**src/rtl/predmask_pkg.sv**
```systemverilog
`timescale 1ns/1ps
package predmask_pkg;
   localparam int PM_REG_AW  = 5;
   localparam int PM_RIDX_W  = PM_REG_AW + 1;
   localparam int PM_NREGS   = 1 << PM_REG_AW;

   typedef struct packed {
      logic                 used;
      logic                 is_fp;
      logic [PM_REG_AW-1:0] key;
      logic [PM_REG_AW-1:0] src;
      logic                 inv;
      logic                 zero;
      logic                 bank;
   } pm_slot_t;

   typedef struct packed {
      logic                 en;
      logic                 inv;
      logic                 zero;
      logic [PM_RIDX_W-1:0] ridx;
   } pm_ent_t;

   typedef enum logic [1:0] {
      PM_IDLE  = 2'd0,
      PM_CLEAR = 2'd1,
      PM_SCAN  = 2'd2
   } pm_state_e;
endpackage

```
**src/rtl/pm_slot_store.sv**
```systemverilog
`timescale 1ns/1ps
module pm_slot_store
   import predmask_pkg::*;
#(
   parameter int NUM_SLOTS = 16,
   localparam int SLOT_AW  = (NUM_SLOTS > 1) ? $clog2(NUM_SLOTS) : 1
) (
   input  logic               clk,
   input  logic               rst_n,
   input  logic               wr_en,
   input  logic [SLOT_AW-1:0] wr_idx,
   input  pm_slot_t           wr_data,
   input  logic [SLOT_AW-1:0] rd_idx,
   output pm_slot_t           rd_data
);
   pm_slot_t slots [NUM_SLOTS];

   for (genvar s = 0; s < NUM_SLOTS; s++) begin : g_slot
      always_ff @(posedge clk) begin
         if (!rst_n)
            slots[s] <= '0;
         else if (wr_en && (wr_idx == SLOT_AW'(s)))
            slots[s] <= wr_data;
      end
   end

   always_comb begin
      rd_data = '0;
      for (int s = 0; s < NUM_SLOTS; s++)
         if (rd_idx == SLOT_AW'(s))
            rd_data = slots[s];
   end
endmodule

```
**src/rtl/pm_table_build.sv**
```systemverilog
`timescale 1ns/1ps
module pm_table_build
   import predmask_pkg::*;
#(
   parameter int NUM_SLOTS = 16,
   localparam int SLOT_AW  = (NUM_SLOTS > 1) ? $clog2(NUM_SLOTS) : 1
) (
   input  logic                 clk,
   input  logic                 rst_n,
   input  logic                 rebuild,
   output logic [SLOT_AW-1:0]   scan_idx,
   input  pm_slot_t             scan_slot,
   output logic                 ready,
   input  logic                 q_is_fp,
   input  logic [PM_REG_AW-1:0] q_reg,
   output pm_ent_t              q_ent
);
   localparam logic [SLOT_AW-1:0] LAST = SLOT_AW'(NUM_SLOTS - 1);

   pm_state_e          state;
   logic [SLOT_AW-1:0] cnt;
   pm_ent_t            tab [2][PM_NREGS];

   always_ff @(posedge clk) begin
      if (!rst_n) begin
         state <= PM_IDLE;
         cnt   <= '0;
      end else if (rebuild) begin
         state <= PM_CLEAR;
         cnt   <= '0;
      end else begin
         case (state)
            PM_CLEAR: state <= PM_SCAN;
            PM_SCAN: begin
               if (cnt == LAST) state <= PM_IDLE;
               else             cnt   <= cnt + 1'b1;
            end
            default: state <= PM_IDLE;
         endcase
      end
   end

   for (genvar t = 0; t < 2; t++) begin : g_type
      for (genvar r = 0; r < PM_NREGS; r++) begin : g_reg
         always_ff @(posedge clk) begin
            if (!rst_n || (state == PM_CLEAR && !rebuild)) begin
               tab[t][r] <= '0;
            end else if (state == PM_SCAN && !rebuild && scan_slot.used &&
                         (scan_slot.is_fp == 1'(t)) &&
                         (scan_slot.key == PM_REG_AW'(r))) begin
               tab[t][r].en   <= 1'b1;
               tab[t][r].inv  <= scan_slot.inv;
               tab[t][r].zero <= scan_slot.zero;
               tab[t][r].ridx <= {scan_slot.bank, scan_slot.src};
            end
         end
      end
   end

   assign scan_idx = cnt;
   assign ready    = (state == PM_IDLE);
   assign q_ent    = tab[q_is_fp][q_reg];
endmodule

```
**src/rtl/pm_mask_stage.sv**
```systemverilog
`timescale 1ns/1ps
module pm_mask_stage
   import predmask_pkg::*;
#(
   parameter int XLEN = 32
) (
   input  logic            clk,
   input  logic            rst_n,
   input  logic            accept,
   input  pm_ent_t         ent,
   input  logic [XLEN-1:0] rf_rdata,
   output logic [XLEN-1:0] mask,
   output logic            zero,
   output logic            valid
);
   logic en_q, inv_q, zero_q, valid_q;

   always_ff @(posedge clk) begin
      if (!rst_n) begin
         en_q    <= 1'b0;
         inv_q   <= 1'b0;
         zero_q  <= 1'b0;
         valid_q <= 1'b0;
      end else begin
         valid_q <= accept;
         if (accept) begin
            en_q   <= ent.en;
            inv_q  <= ent.inv;
            zero_q <= ent.en & ent.zero;
         end
      end
   end

   always_comb begin
      if (!en_q)     mask = '1;
      else if (inv_q) mask = ~rf_rdata;
      else            mask = rf_rdata;
   end

   assign zero  = zero_q;
   assign valid = valid_q;
endmodule

```
**src/rtl/predmask_lookup.sv**
```systemverilog
`timescale 1ns/1ps
module predmask_lookup
   import predmask_pkg::*;
#(
   parameter int XLEN      = 32,
   parameter int NUM_SLOTS = 16,
   localparam int SLOT_AW  = (NUM_SLOTS > 1) ? $clog2(NUM_SLOTS) : 1
) (
   input  logic                 clk,
   input  logic                 rst_n,
   input  logic                 cfg_we,
   input  logic [SLOT_AW-1:0]   cfg_slot,
   input  logic                 cfg_used,
   input  logic                 cfg_is_fp,
   input  logic [PM_REG_AW-1:0] cfg_key,
   input  logic [PM_REG_AW-1:0] cfg_src,
   input  logic                 cfg_inv,
   input  logic                 cfg_zero,
   input  logic                 cfg_bank,
   input  logic                 lk_req,
   input  logic                 lk_is_fp,
   input  logic [PM_REG_AW-1:0] lk_reg,
   output logic                 lk_ready,
   output logic [PM_RIDX_W-1:0] rf_raddr,
   input  logic [XLEN-1:0]      rf_rdata,
   output logic [XLEN-1:0]      mk_mask,
   output logic                 mk_zero,
   output logic                 mk_valid
);
   if (XLEN < 1) begin : g_bad_xlen
      $error("predmask_lookup: XLEN must be positive");
   end
   if (NUM_SLOTS < 1 || NUM_SLOTS > 64) begin : g_bad_slots
      $error("predmask_lookup: NUM_SLOTS must be 1..64");
   end

   pm_slot_t           wr_slot, scan_slot;
   logic [SLOT_AW-1:0] scan_idx;
   pm_ent_t            q_ent;
   logic               accept;

   assign wr_slot = '{used: cfg_used, is_fp: cfg_is_fp, key: cfg_key,
                      src: cfg_src, inv: cfg_inv, zero: cfg_zero,
                      bank: cfg_bank};

   pm_slot_store #(.NUM_SLOTS(NUM_SLOTS)) u_store (
      .clk     (clk),
      .rst_n   (rst_n),
      .wr_en   (cfg_we),
      .wr_idx  (cfg_slot),
      .wr_data (wr_slot),
      .rd_idx  (scan_idx),
      .rd_data (scan_slot)
   );

   pm_table_build #(.NUM_SLOTS(NUM_SLOTS)) u_build (
      .clk       (clk),
      .rst_n     (rst_n),
      .rebuild   (cfg_we),
      .scan_idx  (scan_idx),
      .scan_slot (scan_slot),
      .ready     (lk_ready),
      .q_is_fp   (lk_is_fp),
      .q_reg     (lk_reg),
      .q_ent     (q_ent)
   );

   assign accept   = lk_req & lk_ready;
   assign rf_raddr = q_ent.ridx;

   pm_mask_stage #(.XLEN(XLEN)) u_mask (
      .clk      (clk),
      .rst_n    (rst_n),
      .accept   (accept),
      .ent      (q_ent),
      .rf_rdata (rf_rdata),
      .mask     (mk_mask),
      .zero     (mk_zero),
      .valid    (mk_valid)
   );
endmodule

```
**config.mk**
```make
export PLATFORM = sky130hd
export DESIGN_NAME = predmask_lookup
export DESIGN_NICKNAME = d
export VERILOG_FILES = /design/src/rtl/predmask_pkg.sv /design/src/rtl/pm_slot_store.sv /design/src/rtl/pm_table_build.sv /design/src/rtl/pm_mask_stage.sv /design/src/rtl/predmask_lookup.sv
export SDC_FILE = /design/constraint.sdc
export NUM_CORES = 1
export LEC_CHECK = 0
export CAP_MARGIN = 20
export CORE_ASPECT_RATIO = 1.2
export CORE_MARGIN = 4
export CORE_UTILIZATION = 30
export CTS_CLUSTER_SIZE = 25
export DETAILED_ROUTE_END_ITERATION = 10
export DONT_BUFFER_PORTS = 1
export MAX_ROUTING_LAYER = met4
export RECOVER_POWER = 50
export SKIP_CTS_REPAIR_TIMING = 1
export SLEW_MARGIN = 10
export SYNTH_ARGS = -nofsm -noshare
export SYNTH_HDL_FRONTEND = slang
export SYNTH_HIERARCHICAL = 1
export SYNTH_SLANG_ARGS = --single-unit
```
**constraint.sdc**
```tcl
create_clock -name clk -period 9.3 [get_ports clk]
set_input_delay 1.86 -clock clk [delete_from_list [all_inputs] [get_ports clk]]
set_output_delay 1.86 -clock clk [all_outputs]
set_load 0.1 [all_outputs]
```
==> impl_metrics.ini, run 1 <==
[run_status]
status = finished with violations
violations = max-capacitance violations, max-slew violations

[worst_setup_path]
crit_path_start_kind = flop
criticalPathCategory = reg -> reg
required_ps = 9580
crit_fanout = 41
cp_data_arrival_time_ps = 6980
crit_path_end_kind = flop

[floorplan]
num_rows = 145
die_area_mm2 = 0.137
ioPinCount = 102
dieHeight_um = 404
core-area_mm2 = 0.130
chipWidth_um = 338
initial_core_util_pct = 30.2

[clock_tree]
numCtsBuffers = 88
clkLatencyLatePin_ps = 680
cts.sinks = 826
path_clk_slew_ps = 60
cts_max_level = 3
cts_tree = done
clockRootBuffer = clkbuf_16
ctsLongestPathBuffers = 3

[logic_synthesis]
synth_cells = 2723
async_flop_share_pct = 0
synth_top_cell_by_area = edfxtp_1
synth_common_cells = edfxtp_1 (815), and2_1 (762), mux4_2 (146)
ys.flop_type = edfxtp_1
synth_top_cell_area_share_pct = 62.4
synth_seq_cells = 826
yosysUniqueCellTypes = 70
synth-edff-count = 815
synth_nets = 2785
synthTopCellsByArea = edfxtp_1 (62%), and2_1 (12%), mux4_2 (8.4%)
netlist_area_mm2 = 0.0392
yosysWarnings = 6
syn-mean-instance-area_um2 = 14.4
ys_seq_area_share_pct = 62.9
yosysMostFrequentCell = edfxtp_1

[grt]
use_met3_pct = 2.17
overflow = 0
grt_pass1_vias = 22800
grt_max_degree = 146
grt_use_total_pct = 15.4
top_usage_layer = met2
grt_util_met2_pct = 26.0
grt_pass1_wl_um = 155000
antenna_found_initial = 0
use_met1_pct = 19.4

[place]
gp_congestion = 0.806
pre_cts_slack_ps = 3450
port_buffers = 0
dp_hpwl_um = 64700

[sta]
clock_skew_ps = 26.3
rsz0062_at_grt = false
slew_viol_final = 68
slew-limit-headroom_pct = -46.7
worst_slew_pin_slew_ps = 2200
min_period_ps = 6700
fin_setup_tns_ps = 0
setup_violations = 0
fin_crit_sh_pct = 72.0
fmax_ghz = 0.149
hold_viol_final = 0
finalWorstSetupSlack_ps = 2600

[drt]
wl_um = 105000
ant_nets = 0
vias_per_cell = 5.10
first_iter_violations = 2075
vias = 22800
dr.pass1.iters = 5
avgRoutedWirePerCell_um = 23.5
drc_errors = 0

[flow_run]
drv_cap = 4

[power]
pwr_density_cell_mw_per_mm2 = 193
p_leak_nw = 14.6
ir_worst_vdd_mv = 0.131

[final_layout]
drive_gt1_share_pct = 14.8
nets = 2771
diodes = 0
syn_to_final_growth_pct = 11.2

[hold_path]
holdCritPathClass = reg -> reg
[per-stage QoR]
stage	utilization, %	cell area [um2]	hold slack, ps	instances	total power [mW]
finish	33.5	43600	477	4466	8.41
global route	33.5	43600	489	4466	8.68
CTS	33.8	43900	469	4456	8.49
detailed placement	31.6	41100	455	4299	5.02
global placement	31.6	41100	450	4294	5.01
floorplan	-	39200	435	2723	4.84
[final timing paths]
kind	from	slack, ps	cells after the start	to
hold reg to reg	u_build/tab[1][287]$_SDFFE_PP1P_	480	1	u_build/tab[1][287]$_SDFFE_PP1P_
hold / removal	u_build/tab[1][287]$_SDFFE_PP1P_	480	1	u_build/tab[1][287]$_SDFFE_PP1P_
setup / recovery	u_build/scan_idx[1]$_SDFFE_PP0P_	2600	8	u_build/tab[1][105]$_DFFE_PP_
setup reg to reg	u_build/scan_idx[1]$_SDFFE_PP0P_	2600	8	u_build/tab[1][105]$_DFFE_PP_
[logic make-up (layout without fill, tap and decap cells)]
group	after synthesis	after routing	synth area share (%)
simple gates	1049	1049	16.7
compound gates	359	359	6.18
buf+inv	224	277	2.84
xor+xnor	33	33	0.737
flops	826	826	62.9
fa+ha+maj	1	1	0.0319
mux	231	231	10.6
[sequential cells by signal, indices dropped and copies added (netlist names)]
signal / count
u_build/state: 2
u_mask/zero: 1
u_mask/valid: 1
u_store/slots: 240
u_build/scan_idx: 4
u_mask/inv_q: 1
u_mask/en_q: 1
u_build/tab: 576
[worst max-delay path, cell delays in order (launching register included)]
cell and delay [ps]:
dfxtp_1 1800, nor2b_1 1480, a221oi_1 270, nor2_1 160, o21a_1 130, a211o_1 170
and4bb_1 340, nand3_2 710, o21ai_1 1190
[power breakdown]
group | total (mW) | switching [mW] | internal, mW
logic | 0.591 | 0.405 | 0.186
registers | 4.34 | 0.0661 | 4.27
clock network | 3.48 | 1.50 | 1.98
[final cells by class]
| cell class | instances | area [um2] |
|---|---|---|
| clock inverters | 53 | 523 |
| multi-input cells | 1673 | 13300 |
| fillers | 12400 | 86500 |
| repair buffers | 110 | 628 |
| well taps | 1690 | 2110 |
| flip-flops and latches | 826 | 24700 |
| inverters | 10 | 37.5 |
| clock buffers | 104 | 2280 |
[routing by layer]
layer	vias up	share of wire [%]
li1	10100	-
met1	11700	41
met2	797	50
met3	139	6.1
met4	0	2.6
met5	-	0
[placed cells by master, fill, tap and decap left out, types with 10 or more instances in the layout]
cell type  count
a21oi_1       43
a221oi_1      15
a22o_1        15
a22oi_1       17
and2_0       255
and2_1       507
buf_4         56
clkbuf_1      65
clkbuf_16     89
clkinv_1      21
clkinv_2      14
edfxtp_1     815
mux2i_1       78
mux4_2       146
nand2_1       72
nand2b_1      10
nand3_1       20
nor2_1        60
nor2b_1       21
nor3_1        34
nor3_2        31
o21ai_0      119
o21ai_1       15
o221ai_1      19
o22ai_1       24
xnor2_1       32
No activity file was read; power rests on OpenSTA's default activity.
==> inputs of run 2 (changes only) <==
- clock period: 9.3 -> 6.8 ns (I/O delays scaled with it)
==> impl_metrics.ini, run 2 (same netlist as run 1, synthesis figures left out) <==
[power]
p_clk_share_pct = 40.7
power.switching_mw = 2.69
pwr_density_cell_mw_per_mm2 = 261
swShare_pct = 23.7
p_seq_share_pct = 52.1
p_leak_nw = 14.7
p_int_mw = 8.69
p_total_mw = 11.4
comb_power_share_pct = 7.2
ir_worst_vdd_mv = 0.197

[worst_setup_path]
crit_start = u_build/scan_idx[1]$_SDFFE_PP0P_
max_stage_delay_ps = 910
crit_path_start_kind = flop
path_cells = clkbuf_1, nor2b_1, o21ai_0, a221oi_1, a221o_1, nor2b_1, nand3_1, o21ai_0, buf_2
crit_path_end_kind = flop
required_ps = 7150
criticalPathCategory = reg -> reg
crit_fanout = 40
critPathSlowestCell = clkbuf_1
regToRegStartpoint = u_build/scan_idx[1]$_SDFFE_PP0P_
cp_data_arrival_time_ps = 6060

[flow_run]
drv_cap = 2

[drt]
wl_um = 104000
ant_nets = 0
drc_errors = 0
vias = 22700
first_iter_violations = 1906
vias_per_cell = 5.07
avgRoutedWirePerCell_um = 23.2
dr.pass1.iters = 5

[final_layout]
nets = 2778
seqCellArea_mm2 = 0.0247
largest_register_ffs = 576
multi_input_area_mm2 = 0.0133
syn_to_final_growth_pct = 11.2
final_common_cell = edfxtp_1
utilization_pct = 33.5
final_cells = 4481
final_cell_mix = edfxtp_1 (815), and2_1 (543), and2_0 (219), mux4_2 (146), o21ai_0 (128)
largest-register = u_build/tab
fillers = 12500
drive_gt1_share_pct = 15.2

[clock_tree]
numCtsBuffers = 88
cts.sinks = 826
cts_tree = done
clockRootBuffer = clkbuf_16
ctsLongestPathBuffers = 3
cts_max_level = 3
clkLatencyLatePin_ps = 670
path_clk_slew_ps = 60

[run_status]
status = finished with violations
violations = max-capacitance violations, max-slew violations

[floorplan]
chipWidth_um = 338
dieHeight_um = 404
ioPinCount = 102
die_area_mm2 = 0.137
core-area_mm2 = 0.130
num_rows = 145
initial_core_util_pct = 30.2

[hold_path]
worstHoldStart = u_build/tab[1][287]$_SDFFE_PP1P_
holdCritPathClass = reg -> reg

[grt]
grt_max_degree = 146
grt_pass1_vias = 22900
grt_pass1_wl_um = 154000
grt_use_total_pct = 15.3
antenna_found_initial = 1
overflow = 0

[sta]
clock_skew_ps = 40.9
fin_setup_tns_ps = 0
min_period_ps = 5720
fin_crit_sh_pct = 84.1
worst_slew_pin_slew_ps = 1600
slew_viol_final = 36
setup_violations = 0
rsz0062_at_grt = false
slew-limit-headroom_pct = -7.05
fmax_ghz = 0.175
hold_viol_final = 0
finalWorstSetupSlack_ps = 1080

[place]
dp_hpwl_um = 65500
port_buffers = 0
pre_cts_slack_ps = 1660
placedCellCount = 4309
gp_congestion = 0.808
run 2: worst max-delay path: cells and delay by family (launching register included):
family / cells / cell delay, ps
AO/OA/AOI/OAI: 4 / 1890
buffers and inverters: 2 / 1210
flip-flops: 1 / 760
AND/OR/NAND/NOR: 3 / 1520
run 2: final timing paths:
kind,endpoint,slack [ps],cells past startpoint
hold / removal,u_build/tab[1][287]$_SDFFE_PP1P_,480,1
hold reg to reg,u_build/tab[1][287]$_SDFFE_PP1P_,480,1
setup reg to reg,u_build/tab[1][163]$_SDFFCE_PN0P_,1080,9
setup / recovery,u_build/tab[1][163]$_SDFFCE_PN0P_,1080,9
run 2: metrics by stage:
stage,hold WS [ps],cell area (um2)
final,480,43600
after CTS,469,44000
after global placement,453,41100
after floorplan,435,39200
after detailed placement,455,41200
after global routing,485,43600
run 2: metal layers:
layer	part of all wire (%)	global-route usage, %
met3	5.3	2.04
met4	3.6	5.63
met1	40	18.5
met5	0	-
met2	51	26.4
run 2: cell type report:
cell class                 instances  share of cell area (%)
antenna                            2                  0.0115
clock buffer                     105                    5.19
clock inverter                    58                    1.15
inverter                          10                  0.0860
multi-input combinational       1673                    30.6
sequential                       826                    56.6
tap                             1690                    4.85
timing repair buffer             117                    1.54
run 2: power by group through the flow:
stage | Clock [mW] | Sequential (mW) | Combinational, mW
2_1_floorplan | 0 | 5.99 | 0.628
3_3_place_gp | 0 | 6.02 | 0.829
3_5_place_dp | 0 | 6.03 | 0.840
4_1_cts | 4.74 | 5.93 | 0.842
5_1_grt | 4.94 | 5.95 | 0.854
6_report | 4.64 | 5.93 | 0.816
